### config.mk
export PLATFORM = sky130hd
export DESIGN_NAME = byte_sample_latch
export DESIGN_NICKNAME = d
export VERILOG_FILES = /design/src/rtl/byte_sample_pkg.sv /design/src/rtl/word_hold_reg.sv /design/src/rtl/byte_pos_counter.sv /design/src/rtl/byte_capture.sv /design/src/rtl/byte_sample_latch.sv
export SDC_FILE = /design/constraint.sdc
export NUM_CORES = 1
export LEC_CHECK = 0
export CAP_MARGIN = 5
export CORE_MARGIN = 1
export CORE_UTILIZATION = 36
export CTS_CLUSTER_DIAMETER = 30
export DETAILED_ROUTE_END_ITERATION = 16
export DONT_BUFFER_PORTS = 1
export SLEW_MARGIN = 15
export SYNTH_ARGS = -nofsm -noshare
export SYNTH_HDL_FRONTEND = slang
export SYNTH_SLANG_ARGS = --single-unit
export TNS_END_PERCENT = 20
### constraint.sdc
create_clock -name clk_i -period 2 [get_ports clk_i]
set_input_delay 0.3 -clock clk_i [delete_from_list [all_inputs] [get_ports clk_i]]
set_output_delay 0.3 -clock clk_i [all_outputs]
set_load 0.01 [all_outputs]
### src/rtl/byte_sample_pkg.sv
package byte_sample_pkg;
  localparam int unsigned BYTE_W_DEF      = 8;
  localparam int unsigned WORD_BYTES_DEF  = 4;
  localparam int unsigned PERIOD_DEF      = 100;

  // capture request from counter to capture stage
  typedef struct packed {
    logic       hit;
    logic [7:0] lane;
  } cap_req_t;
endpackage

### src/rtl/word_hold_reg.sv
module word_hold_reg #(
  parameter int unsigned WORD_W = 32
) (
  input  logic              clk_i,
  input  logic              rst_ni,
  input  logic              valid_i,
  input  logic [WORD_W-1:0] data_i,
  output logic [WORD_W-1:0] word_o
);
  logic [WORD_W-1:0] word_q;

  always_ff @(posedge clk_i or negedge rst_ni) begin
    if (!rst_ni)      word_q <= '0;
    else if (valid_i) word_q <= data_i;
  end

  assign word_o = word_q;

  assert_word_load_R1: assert property (@(posedge clk_i) disable iff (!rst_ni)
    valid_i |=> word_q == $past(data_i));
  assert_word_ignore_R6: assert property (@(posedge clk_i) disable iff (!rst_ni)
    !valid_i |=> $stable(word_q));
endmodule

### src/rtl/byte_pos_counter.sv
module byte_pos_counter
  import byte_sample_pkg::*;
#(
  parameter int unsigned WORD_BYTES = 4,
  parameter int unsigned PERIOD     = 100,
  localparam int unsigned CNT_W     = $clog2(PERIOD)
) (
  input  logic     clk_i,
  input  logic     rst_ni,
  input  logic     valid_i,
  output cap_req_t req_o
);
  // PERIOD must be at least WORD_BYTES: one capture per word at most
  logic [CNT_W-1:0] count_q, count_d;
  logic [CNT_W:0]   sum;
  logic [CNT_W:0]   lane_full;
  logic             hit;

  always_comb begin
    sum       = {1'b0, count_q} + (CNT_W+1)'(WORD_BYTES);
    hit       = sum >= (CNT_W+1)'(PERIOD);
    lane_full = (CNT_W+1)'(PERIOD - 1) - {1'b0, count_q};
    count_d   = count_q;
    if (valid_i) count_d = hit ? CNT_W'(sum - (CNT_W+1)'(PERIOD)) : CNT_W'(sum);
  end

  always_ff @(posedge clk_i or negedge rst_ni) begin
    if (!rst_ni) count_q <= '0;
    else         count_q <= count_d;
  end

  assign req_o.hit  = valid_i && hit;
  assign req_o.lane = 8'(lane_full);

  assert_count_bound_R2: assert property (@(posedge clk_i) disable iff (!rst_ni)
    count_q < CNT_W'(PERIOD));
  assert_count_idle_R6: assert property (@(posedge clk_i) disable iff (!rst_ni)
    !valid_i |=> $stable(count_q));
  assert_hit_lane_R3: assert property (@(posedge clk_i) disable iff (!rst_ni)
    req_o.hit |-> req_o.lane < 8'(WORD_BYTES));
endmodule

### src/rtl/byte_capture.sv
module byte_capture
  import byte_sample_pkg::*;
#(
  parameter int unsigned BYTE_W     = 8,
  parameter int unsigned WORD_BYTES = 4,
  localparam int unsigned WORD_W    = BYTE_W * WORD_BYTES
) (
  input  logic              clk_i,
  input  logic              rst_ni,
  input  cap_req_t          req_i,
  input  logic [WORD_W-1:0] data_i,
  output logic [BYTE_W-1:0] byte_o,
  output logic              strobe_o
);
  logic [BYTE_W-1:0] lanes [WORD_BYTES];
  logic [BYTE_W-1:0] sel;
  logic [BYTE_W-1:0] byte_q;
  logic              strobe_q;

  for (genvar k = 0; k < WORD_BYTES; k++) begin : g_lane
    assign lanes[k] = data_i[k*BYTE_W +: BYTE_W];
  end

  always_comb begin
    sel = '0;
    for (int k = 0; k < WORD_BYTES; k++)
      if (req_i.lane == 8'(k)) sel = lanes[k];
  end

  always_ff @(posedge clk_i or negedge rst_ni) begin
    if (!rst_ni) begin
      byte_q   <= '0;
      strobe_q <= 1'b0;
    end else begin
      strobe_q <= req_i.hit;
      if (req_i.hit) byte_q <= sel;
    end
  end

  assign byte_o   = byte_q;
  assign strobe_o = strobe_q;

  assert_byte_hold_R4: assert property (@(posedge clk_i) disable iff (!rst_ni)
    !req_i.hit |=> $stable(byte_q));
  assert_strobe_marks_load_R5: assert property (@(posedge clk_i) disable iff (!rst_ni)
    !strobe_q |-> byte_q == $past(byte_q) || !$past(rst_ni));
endmodule

### src/rtl/byte_sample_latch.sv
module byte_sample_latch
  import byte_sample_pkg::*;
#(
  parameter int unsigned BYTE_W     = BYTE_W_DEF,
  parameter int unsigned WORD_BYTES = WORD_BYTES_DEF,
  parameter int unsigned PERIOD     = PERIOD_DEF,
  localparam int unsigned WORD_W    = BYTE_W * WORD_BYTES
) (
  input  logic              clk_i,
  input  logic              rst_ni,
  input  logic              valid_i,
  input  logic [WORD_W-1:0] data_i,
  output logic [WORD_W-1:0] word_o,
  output logic [BYTE_W-1:0] byte_o,
  output logic              strobe_o
);
  cap_req_t req;

  word_hold_reg #(.WORD_W(WORD_W)) u_hold (
    .clk_i(clk_i), .rst_ni(rst_ni), .valid_i(valid_i),
    .data_i(data_i), .word_o(word_o)
  );

  byte_pos_counter #(.WORD_BYTES(WORD_BYTES), .PERIOD(PERIOD)) u_cnt (
    .clk_i(clk_i), .rst_ni(rst_ni), .valid_i(valid_i), .req_o(req)
  );

  byte_capture #(.BYTE_W(BYTE_W), .WORD_BYTES(WORD_BYTES)) u_cap (
    .clk_i(clk_i), .rst_ni(rst_ni), .req_i(req), .data_i(data_i),
    .byte_o(byte_o), .strobe_o(strobe_o)
  );

  assert_strobe_needs_valid_R6: assert property (@(posedge clk_i) disable iff (!rst_ni)
    strobe_o |-> $past(valid_i));
  assert_strobe_single_R5: assert property (@(posedge clk_i) disable iff (!rst_ni)
    strobe_o |=> !strobe_o);
endmodule

==> results of run 1 <==
[placed cells by master, fill, tap and decap left out, types with 2 or more instances in the layout]
| cell | Yosys | final |
|---|---|---|
| and3_1 | 2 | 2 |
| ha_1 | 3 | 3 |
| dfrtp_1 | 46 | 46 |
| nor3_1 | 5 | 5 |
| nand2b_1 | 2 | 2 |
| clkbuf_8 | 0 | 5 |
| and3_4 | 2 | 2 |
| inv_1 | 4 | 4 |
| a22o_1 | 8 | 8 |
| nand2_1 | 5 | 5 |
| o21ai_0 | 5 | 5 |
| nand3_1 | 5 | 5 |
| mux2_2 | 32 | 32 |
| clkinv_2 | 0 | 2 |
| nor2_1 | 3 | 3 |
[cells by family (layout without fill, tap and decap cells)]
family                     after synthesis  after routing  synth area share [%]
DFF                                     46             46                  57.5
muxes                                   32             32                  18.0
and+or+nand+nor                         31             31                  9.12
AOI/OAI and AO/OA                       22             22                  9.18
buffers and inverters                   13             14                  3.50
adders and majority gates                3              3                  1.87
xor gates and xnor gates                 2              2                 0.875
[layout make-up]
type                            count  area (um^2)  share of cell area [%]
Clock inverter                      2         10.0                   0.463
Sequential cell                    46         1150                    53.3
Tap cell                           70         87.6                    4.06
Clock buffer                        5         68.8                    3.19
Timing Repair Buffer                3         45.0                    2.09
Multi-Input combinational cell     90          782                    36.2
Inverter                            4         15.0                   0.695
[metal layers]
metal | wire (um) | global-route usage [%]
met1 | 1420 | 14.8
met2 | 1920 | 23.2
met3 | 380 | 5.51
met4 | 57 | 5.00
met5 | 0 | 0
[flip-flops by register name, summed over array words and instances, names as in the netlist]
register        flops
u_hold.word_o      32
u_cnt.count_q       5
u_cap.byte_o        8
u_cap.strobe_o      1
[worst paths after layout]
path,start,endpoint,slack [ns]
worst max-delay path,u_cnt.count_q[2],u_cnt.count_q[3],0.11
worst min-delay path,data_i[29],u_cap.byte_o[5],0.14
worst max register to register,u_cnt.count_q[2],u_cnt.count_q[3],0.11
worst min register to register,u_hold.word_o[31],u_hold.word_o[31],0.58
max in group asynchronous,rst_ni,u_hold.word_o[9],1.27
min in group asynchronous,rst_ni,u_hold.word_o[26],0.52
[worst reg2reg max path, cell delays in order (launching register included)]
cell,delay (ns)
dfrtp_1,0.43
inv_1,0.15
ha_1,0.27
nand2b_1,0.15
and3_4,0.20
or4_1,0.51
nand3_1,0.12
[repair_timing]
| item | 4_1_cts | 5_1_grt |
|---|---|---|
| gates resized for setup | 0 | 0 |
| setup endpoints to repair | 0 | 8 |
| hold buffers | 2 | 0 |
| hold endpoints to repair | 46 | 0 |
[per-stage QoR]
stage	setup slack, ns	cells	hold slack (ns)	total power, uW	instance area (um^2)
floorplan	0.211	149	0.00441	1680	2000
global placement	0.194	211	0.00574	1720	2040
detailed placement	0.144	211	0.00544	1750	2040
CTS	0.125	220	0.129	2290	2160
global route	0.00353	220	0.128	2420	2160
finish	0.109	220	0.142	2260	2160
[power by group]
group | leakage (uW) | switching (uW) | internal [uW]
clock network | 0.0000438 | 274 | 234
logic | 0.000311 | 249 | 248
registers | 0.000563 | 200 | 1060
==> results.txt, run 1 <==
- Result of the run: complete, no violations
- Based on the critical path, the design can be clocked at up to 529 MHz.
* Setup repair bufs after CTS: 0
* Worst hold path stage count: 1
- The worst-case IR drop observed on VDD is 0.000510 V.
- The slowest stage of the critical path belongs to the cell or4_1.
- Remaining antenna violation count after routing: 0
* Layout net count: 188
* RSZ-0062 raised after global routing: false
- Antenna violations before repair: 0
- Data on the critical path is required at its endpoint by 2.21 ns.
- Number of buffers inserted during clock tree synthesis: 5
- The clock drives 46 sinks.
- Synth unique cells: 35
- Family with the most delay on the worst path: simple AND/OR/NAND/NOR gates
- Post-layout min period: 1.89 ns
* Type of destination of the critical path: register
- Commonest cells post-synth: dfrtp_1 (46), mux2_2 (32), a22o_1 (8)
- Maximum level of the CTS H-tree: 2
- Max Cap Viol: 0
* First-pass GRT wire length: 6.24 mm
* Total of warnings raised by yosys: 0
* Critical path data arrival time: 2.10 ns
* Mean instance size in the synthesized netlist: 13.4 um^2
- In this run the worst hold path is classified as primary input to register.
- For this run, the total global-route usage over all layers was measured as 13.5%.
- The number of nets in the synthesized netlist is 187.
* Placeable Area: 5240 um^2
* Pre-Repair DR Iteration Count: 5
* Slew HR: 62.5%
- Post-CTS clock slew at the launch and capture registers of the worst setup and hold paths: 0.08 ns
* Post-detailed-route wirelength per cell: 17.2 um
* Number of DRC violations after detailed routing: 0
* Cells on worst reg2reg path: 6
- After the first detailed-routing iteration, the DRC count stood at 50.
- Yosys mapped a number of flops with a built-in enable equal to 0.
* Asr flop ratio synth: 100%
- Number of synthesized register bits: 46
* Vias after detailed routing: 1198
- At the later pin of the worst-skew pair, clock insertion delay measures 0.29 ns.
- Setup violations remaining at the end of the flow were counted as 0.
- Fillers: 487
* Kind of start point of the critical path: register
- Leading cell type by number of instances after synthesis: dfrtp_1
* Ratio of cells with drive above 1 in the final layout: 30.7%
- 0 antenna diodes ended up in the layout.
- Growth of design area from synthesis to finish: 7.81%
- The critical path runs through a total of 6 cells.
- After synthesis, the cell types taking the most area are dfrtp_1 (57%), mux2_2 (18%), a22o_1 (3.5%).
- List of cells traversed by the critical path: inv_1, ha_1, nand2b_1, and3_4, or4_1, nand3_1
* Library cell used as clock root buffer: clkbuf_8
- Entering global routing, the biggest net connects 47 pins.
- The most used flip-flop cell after synthesis is dfrtp_1.
- Post-route clock period utilization: 94.6%
* Number of hold violations in the final report: 0
- The die covers 5870 um^2.
* Max-slew violation count: 0
- Synthesis produced 149 cells.
- On the worst path, the slowest cell contributes a delay of 0.51 ns.
- Total negative slack for setup checks: 0 ns
* Max clock buf depth: 2
- For this block, the routed nets add up to 3.78 mm of wire.
- The synthesized design spends more area on one cell type than any other, namely dfrtp_1.
- Of all nets on the critical path, the largest fanout is 6.
- Die H: 76.6 um
- The initial utilization of the core area, before any placement, comes to 38.2%.
- Utilization after layout: 41.2%
* Ratio of total power to cell area: 1050 nW/um^2
- Transition time at the pin with the least slew margin: 0.560 ns
- Reported leakage power: 0.000917 uW
- In this run the core area contains 26 standard-cell rows.
* Vias per Instance: 5.45
- In this run the biggest area consumer among cell types represents 57.5% of the synthesized area.
- Worst Setup Path Type: register to register
- Count of buffers inserted at the top-level ports: 0
* Floorplan die width: 76.6 um
- Routability congestion estimate from global placement: 0.865
- Summed over all nets, the half-perimeter wirelength after detailed placement is 2.73 mm.
- Register area share after synthesis: 57.5%
* Netlist Area Pre-Place: 2000 um^2
- TritonCTS clock tree: built
- Number of I/O pins: 76
- Via count of the first global-routing pass: 1320
- Final Skew: 0.0108 ns
- Counting both buffers and inverters, the worst setup path holds a total of 1.
* GRT overflow: 0
Power figures use the tool's default switching activity.
==> run 2: changes to the inputs <==
Settings changed: BUFFER_PORTS_ARGS from default to -buffer_cell sky130_fd_sc_hd__buf_2, CTS_CLUSTER_DIAMETER 30 to 50, DONT_BUFFER_PORTS 1 to default, SYNTH_HIERARCHICAL from default to 1.
==> results.txt, run 2 <==
- Result of the run: complete, but fails checks
- Failing checks: negative setup slack
- Setup repair after global routing could not meet its margin everywhere.
* Layout net count: 325
- Endpoint, Worst Hold: u_hold/word_o[8]
- After synthesis the netlist holds a flip-flop and latch count of 46.
* First-pass GRT wire length: 9.25 mm
- Worst hold path stage count: 2
* Launching point of the worst reg2reg path: u_cnt/count_q[3]
* Detailed Route Iter0 Violations: 49
- Mapped Cells: 197
* Area of the multi-input gates: 1350 um^2
* Max Cap Viol: 0
- For this run the aggregate overflow at the end of global routing stands at 0.
- Number of DRC violations after detailed routing: 0
* Core Rows: 30
* Most frequent standard cell in the layout excluding fill and tap cells: buf_2
- Initial core utilization: 38.0%
- From bottom edge to top edge, the die measures 87.6 um.
- Total net switching power: 1080 uW
- For this run, the number of Yosys warnings is 6.
- Asr flop ratio synth: 100%
* Ratio of total power to cell area: 939 nW/um^2
* N_diodes: 0
- The total area inside the core boundary comes to 6940 um^2.
- The most used flip-flop cell after synthesis is dfrtp_1.
* Worst Setup Path Type: register to register
* Top cell type by total area after synthesis: dfrtp_1
- Final-report setup violation count: 8
- In this run, the combinational gates consume 43.1% of the power.
- Clock network power share: 19.0%
- The detailed router placed 1893 vias in this run.
- Remaining antenna violation count after routing: 0
* Largest fanout on the critical path: 6
- Final WS setup: -0.0933 ns
- Number of hold violations in the final report: 0
- Library cell used as clock root buffer: clkbuf_8
- Setup slack of the worst register-to-register path: -0.09 ns
* Max-slew violation count: 0
- The initial antenna violation count is 0.
- Commonest cells after routing, fill and taps aside: buf_2 (75), dfrtp_1 (45), mux2_4 (30), buf_4 (19), mux2i_1 (16)
* Commonest cells post-synth: dfrtp_1 (46), mux2_4 (30), mux2i_1 (16)
- Vias per Instance: 4.93
- Largest register FFs: 32
* Number of synthesized flops with an enable pin: 0
- Across the VDD grid, the largest voltage drop is 0.000484 V.
- For the worst flop-to-flop path, the logic depth is 10.
* Max clock buf depth: 2
- Kind of start point of the critical path: register
* Number of I/O pins: 76
- TritonCTS clock tree: built
- The sequential cells in the finished layout cover a total of 1150 um^2.
* Total negative slack for setup checks: -0.603 ns
- Fillers: 632
- The die covers 7680 um^2.
- The H-tree generated during clock tree synthesis spans 2 levels.
- Cells fill 47.4% of the core in the end.
* Post-route clock period utilization: 105%
- The count of buffers added on input and output ports is 75.
- Across every metal layer, demand over resource in global routing totals 15.9%.
- The path class of the tightest hold or removal check is primary input to register.
- The analysis attributes to cell leakage a power of 0.00161 uW.
- Mean instance size in the synthesized netlist: 13.4 um^2
* Pre-Repair DR Iteration Count: 4
* Floorplan die width: 87.6 um
* Clock latency at the later pin of the worst-skew pair: 0.30 ns
- Summed over its instances, the top area cell type makes up 43.6% of the synthesized netlist area.
- Via count of the first global-routing pass: 1869
- STA classifies the critical path endpoint as a register.
* Worst Hold Launch: data_i[8]
- The clock arrives with 0.00573 ns of skew.
- Internal Dissipation: 2020 uW
* Register area share after synthesis: 43.6%
- Fmax: 478 MHz
- Netlist Area Pre-Place: 2640 um^2
- Largest net degree at the start of global routing: 47
* Power share of the sequential group: 38.0%
- TritonCTS Sinks: 46
- Reg-to-Reg End: u_cap/byte_o[3]
- At the end of routability-driven placement, the weighted congestion stood at 0.775.
- Synth unique cells: 49
- TritonCTS created 5 clock buffers.
* Ranking of synthesized cells by area: dfrtp_1 (44%), mux2_4 (17%), mux2i_1 (6.1%)
- Net switching is 34.8% of the power.
- After layout, the minimum clock period comes to 2.09 ns.
* Growth of design area from synthesis to finish: 24.8%
- At the worst endpoint, the required time is 2.21 ns.
- Summed over all layers, the routed wires come to 5.80 mm.
- Detailed placement finished with a half-perimeter wire length of 4.19 mm.
* Post-CTS clock slew at the launch and capture registers of the worst setup and hold paths: 0.08 ns
* Ratio of cells with drive above 1 in the final layout: 56.9%
- Leading cell type by number of instances after synthesis: dfrtp_1
- Critical path data arrival time: 2.30 ns
- After detailed routing, the average wire length per cell comes to 15.1 um.
==> run 2: timing repair <==
| item | CTS | global route |
|---|---|---|
| resized for setup | 6 | 2 |
| hold buffers | 1 | 0 |
| pin swaps | 4 | 3 |
| endpoints found under the setup margin | 8 | 8 |
| setup buffers | 2 | 0 |
| endpoints found under the hold margin | 46 | 0 |
==> run 2: power by group through the flow <==
| stage | clock network, uW | logic, uW | registers (uW) |
|---|---|---|---|
| floorplan | 0 | 809 | 1190 |
| global placement | 0 | 1220 | 1180 |
| detailed placement | 0 | 1230 | 1180 |
| CTS | 607 | 1300 | 1170 |
| global route | 656 | 1440 | 1190 |
| finish | 587 | 1330 | 1170 |
==> run 2: cell type report <==
cell class / instances / area share, %
clock buffer: 7 / 2.62
clock inverter: 1 / 0.152
inverter: 5 / 0.570
multi-input combinational: 132 / 41.1
sequential: 46 / 35.0
tap: 96 / 3.65
timing repair buffer: 97 / 17.0
==> run 2: per-layer routing <==
metal	share of wire [%]	track usage, %
met2	46	24.9
met5	0	0
met1	48	21.6
met4	0.72	3.58
met3	5.7	4.81
==> run 2: metrics by stage <==
stage	total power (uW)	cells	hold slack, ns	area [um^2]	setup slack, ns
6_report	3090	384	0.238	3290	-0.0933
5_1_grt	3290	384	0.228	3290	-0.196
4_1_cts	3070	384	0.233	3280	-0.0668
3_5_place_dp	2410	373	0.304	3150	-0.0774
3_3_place_gp	2400	373	0.304	3150	0.0173
2_1_floorplan	2000	198	0.00441	2650	-0.147
==> run 2: worst max path at each step <==
stage                     slack (ns)              from         endpoint  cells past startpoint
after floorplan                -0.15  u_cnt/count_q[2]  u_cap/byte_o[0]                      9
after global placement          0.02  u_cnt/count_q[2]  u_cap/byte_o[2]                      9
after detailed placement       -0.08  u_cnt/count_q[3]  u_cap/byte_o[7]                     10
after CTS                      -0.07  u_cnt/count_q[3]  u_cap/byte_o[0]                      9
after global routing           -0.20  u_cnt/count_q[3]  u_cap/byte_o[2]                      9
final                          -0.09  u_cnt/count_q[3]  u_cap/byte_o[3]                     10
==> run 2: critical path, cell delays in order, from the launching register on <==
cell and delay [ns]:
dfrtp_1 0.42, buf_6 0.13, buf_4 0.12, and2_4 0.15, a21o_4 0.19, a31oi_2 0.20, nor2_2 0.08, buf_4 0.15
nand2b_2 0.18, and3_1 0.19, a221oi_2 0.18
==> run 2: logic make-up after synthesis <==
group,Yosys count,share of synthesized area [%]
xor+xnor,6,1.99
compound gates,33,11.5
mux,48,24.0
fa+ha+maj,3,1.42
other cells,1,0.142
buf+inv,20,6.40
flops,46,43.6
simple gates,40,11.0
==> run 3: changes to the inputs <==
Settings changed: GPL_TIMING_DRIVEN from default to 0.
==> results.txt, run 3 (synthesis gave the netlist of run 2 again) <==
* Result of the run: complete, but fails checks
- The checks that failed: negative hold slack, negative setup slack.
- The tightest min-delay check is of the primary input to asynchronous set/reset pin type.
- In this run the remaining antenna-violating nets after routing total 0.
- The worst register-to-register path ends at u_cap/byte_o[7].
- Measured against its own limit, the worst slew margin works out to 59.9%.
- Largest register FFs: 32
- Post-layout min period: 2.10 ns
* Crit path launch: u_cnt/count_q[2]
- Fmax: 477 MHz
* Launching point of the worst reg2reg path: u_cnt/count_q[2]
* TritonCTS Sinks: 46
* Global routing usage summed across all routing layers: 16.6%
* Largest fanout on the critical path: 10
- Initial core utilization: 38.0%
- TritonCTS built the clock tree.
* Cells on worst reg2reg path: 10
- Most frequent standard cell in the layout excluding fill and tap cells: buf_2
- Number of DRC violations after detailed routing: 0
- STA puts the critical path data arrival time at 2.31 ns.
- Ratio of total power to cell area: 920 nW/um^2
- The worst setup path is launched from a register.
- Max clock buf depth: 2
- Final-report setup violation count: 8
- Final wirelength: 6.20 mm
- Summing internal, switching and leakage power gives 3140 uW.
- For the worst setup path, the data required time is 2.21 ns.
* Pre-Repair DR Iteration Count: 4
- The area growth from synthesis to layout is 29.4%.
- Destination of the critical timing path: u_cap/byte_o[7]
- Floorplan die area: 7680 um^2
* Number of buffers inserted during clock tree synthesis: 5
* Floorplan die width: 87.6 um
* Core Rows: 30
- N_diodes: 0
- At the pin with the least slew margin, the transition time is 0.601 ns.
- Detailed routing inserted a total of 1903 vias.
- Vias per Instance: 4.93
* Critical-path cell with the highest stage delay: dfrtp_2
- Antenna violations before repair: 0
- Entering global routing, the biggest net connects 47 pins.
- Maximum level of the CTS H-tree: 2
- Most numerous cell on the critical path: buf_6
- Layout net count: 327
- The worst register-to-register path has a setup slack of -0.1 ns.
- Final Skew: 0.00768 ns
- Number of hold violations in the final report: 3
- The signal on the critical path passes through buf_6, and2_4, buf_6, a21o_4, a31oi_4, nor2_4, buf_6, nand2b_2, and3_1, a221oi_2.
* Cell depth of the worst setup path: 10
- The die is 87.6 um tall.
- The count of pins over their slew limit was 0.
* First-pass GRT wire length: 9.60 mm
* Bufs and invs on worst path: 3
- The worst setup path is of the register to register kind.
- Setup repair after global routing could not meet its margin everywhere.
- The tree is rooted in a clkbuf_8.
- The worst path uses 105% of the clock period.
- Post-detailed-route wirelength per cell: 16.1 um
- The via count of the first global-routing pass is 1805.
- In this run, the number of DRC markers left after iteration 0 of detailed routing was 75.
- After clock tree synthesis, the clock-pin slew on the worst setup and hold paths is 0.09 ns.
* Ratio of cells with drive above 1 in the final layout: 57.9%
* Family with the most delay on the worst path: simple AND/OR/NAND/NOR gates
- Detailed placement finished with a half-perimeter wire length of 4.21 mm.
- IR Drop Worst-Case VDD: 0.000433 V
- Final WS setup: -0.0983 ns
- In this run, post-CTS hold repair placed 0 buffers.
- Worst hold margin: -0.00512 ns
- Pin placement for this block handled 76 I/O pins.
- GRT overflow: 0
- After floorplanning, the core was sized to cover 6940 um^2.
- The tool flagged a number of max-cap violations equal to 0.
* Clock latency at the later pin of the worst-skew pair: 0.29 ns
* Placement-stage worst setup slack: -0.666 ns
- Type of destination of the critical path: register
- In the layout the commonest cells are buf_2 (76), dfrtp_1 (44), mux2_4 (30), mux2i_1 (16), buf_4 (12).
* Maximum single-stage delay on the critical path: 0.47 ns
- Count of buffers inserted at the top-level ports: 75
- Routability congestion estimate from global placement: 0.811
- Reported leakage power: 0.00164 uW
[run 3: cell types whose count changed in the layout (fill, tap and decap cells not counted), moves of 2 or more]
cell	delta
buf_4	-7
nand2b_2	-7
nand2b_4	+7
buf_6	+4
and3_1	-2
and3_4	+2
buf_12	+2
clkbuf_1	+2
[run 3: what timing repair did]
action / CTS / global route
pin swaps: 8 / 1
gates resized for setup: 23 / 1
setup buffers: 9 / 0
endpoints found under the setup margin: 8 / 8
[run 3: through the flow]
stage | std cells | hold WS (ns) | cell area, um^2 | utilization, % | setup TNS (ns)
global route | 386 | 0.0468 | 3410 | 49.2 | -1.72
finish | 386 | -0.00512 | 3410 | 49.2 | -0.516
detailed placement | 369 | 0.488 | 3140 | 45.2 | -5.18
CTS | 386 | 0.236 | 3410 | 49.0 | -0.579
floorplan | 198 | 0.00441 | 2650 | - | -1.15
global placement | 369 | 0.488 | 3140 | 45.2 | -4.64
[run 3: per-layer routing]
metal | GRT usage, % | share of wire [%] | vias up | wire [um]
met5 | 0 | 0 | - | 0
met2 | 25.3 | 46 | 60 | 2850
met4 | 4.02 | 0.52 | 0 | 32
li1 | - | - | 908 | -
met3 | 3.96 | 5.0 | 5 | 309
met1 | 23.7 | 48 | 930 | 3010
[run 3: power by group]
group          switching, uW  total, uW  internal, uW
sequential               102       1150          1050
combinational            696       1400           705
clock                    308        588           279
[run 3: final cells by class]
type | count | area (um^2)
buffer | 15 | 156
clock buffer | 7 | 86.3
clock inverter | 1 | 5.00
fill | 649 | 3530
inverter | 5 | 18.8
multi-input combinational | 132 | 1420
sequential | 46 | 1150
tap | 96 | 120
timing repair buffer | 84 | 453
[run 3: worst min path at each step]
stage,cells past startpoint,startpoint,to
2_1_floorplan,0,rst_ni,u_cap/byte_o[0]
3_3_place_gp,1,u_hold/word_o[30],u_hold/word_o[30]
3_5_place_dp,1,u_hold/word_o[19],u_hold/word_o[19]
4_1_cts,1,rst_ni,u_hold/word_o[6]
5_1_grt,1,rst_ni,u_hold/word_o[23]
6_report,1,rst_ni,u_hold/word_o[23]
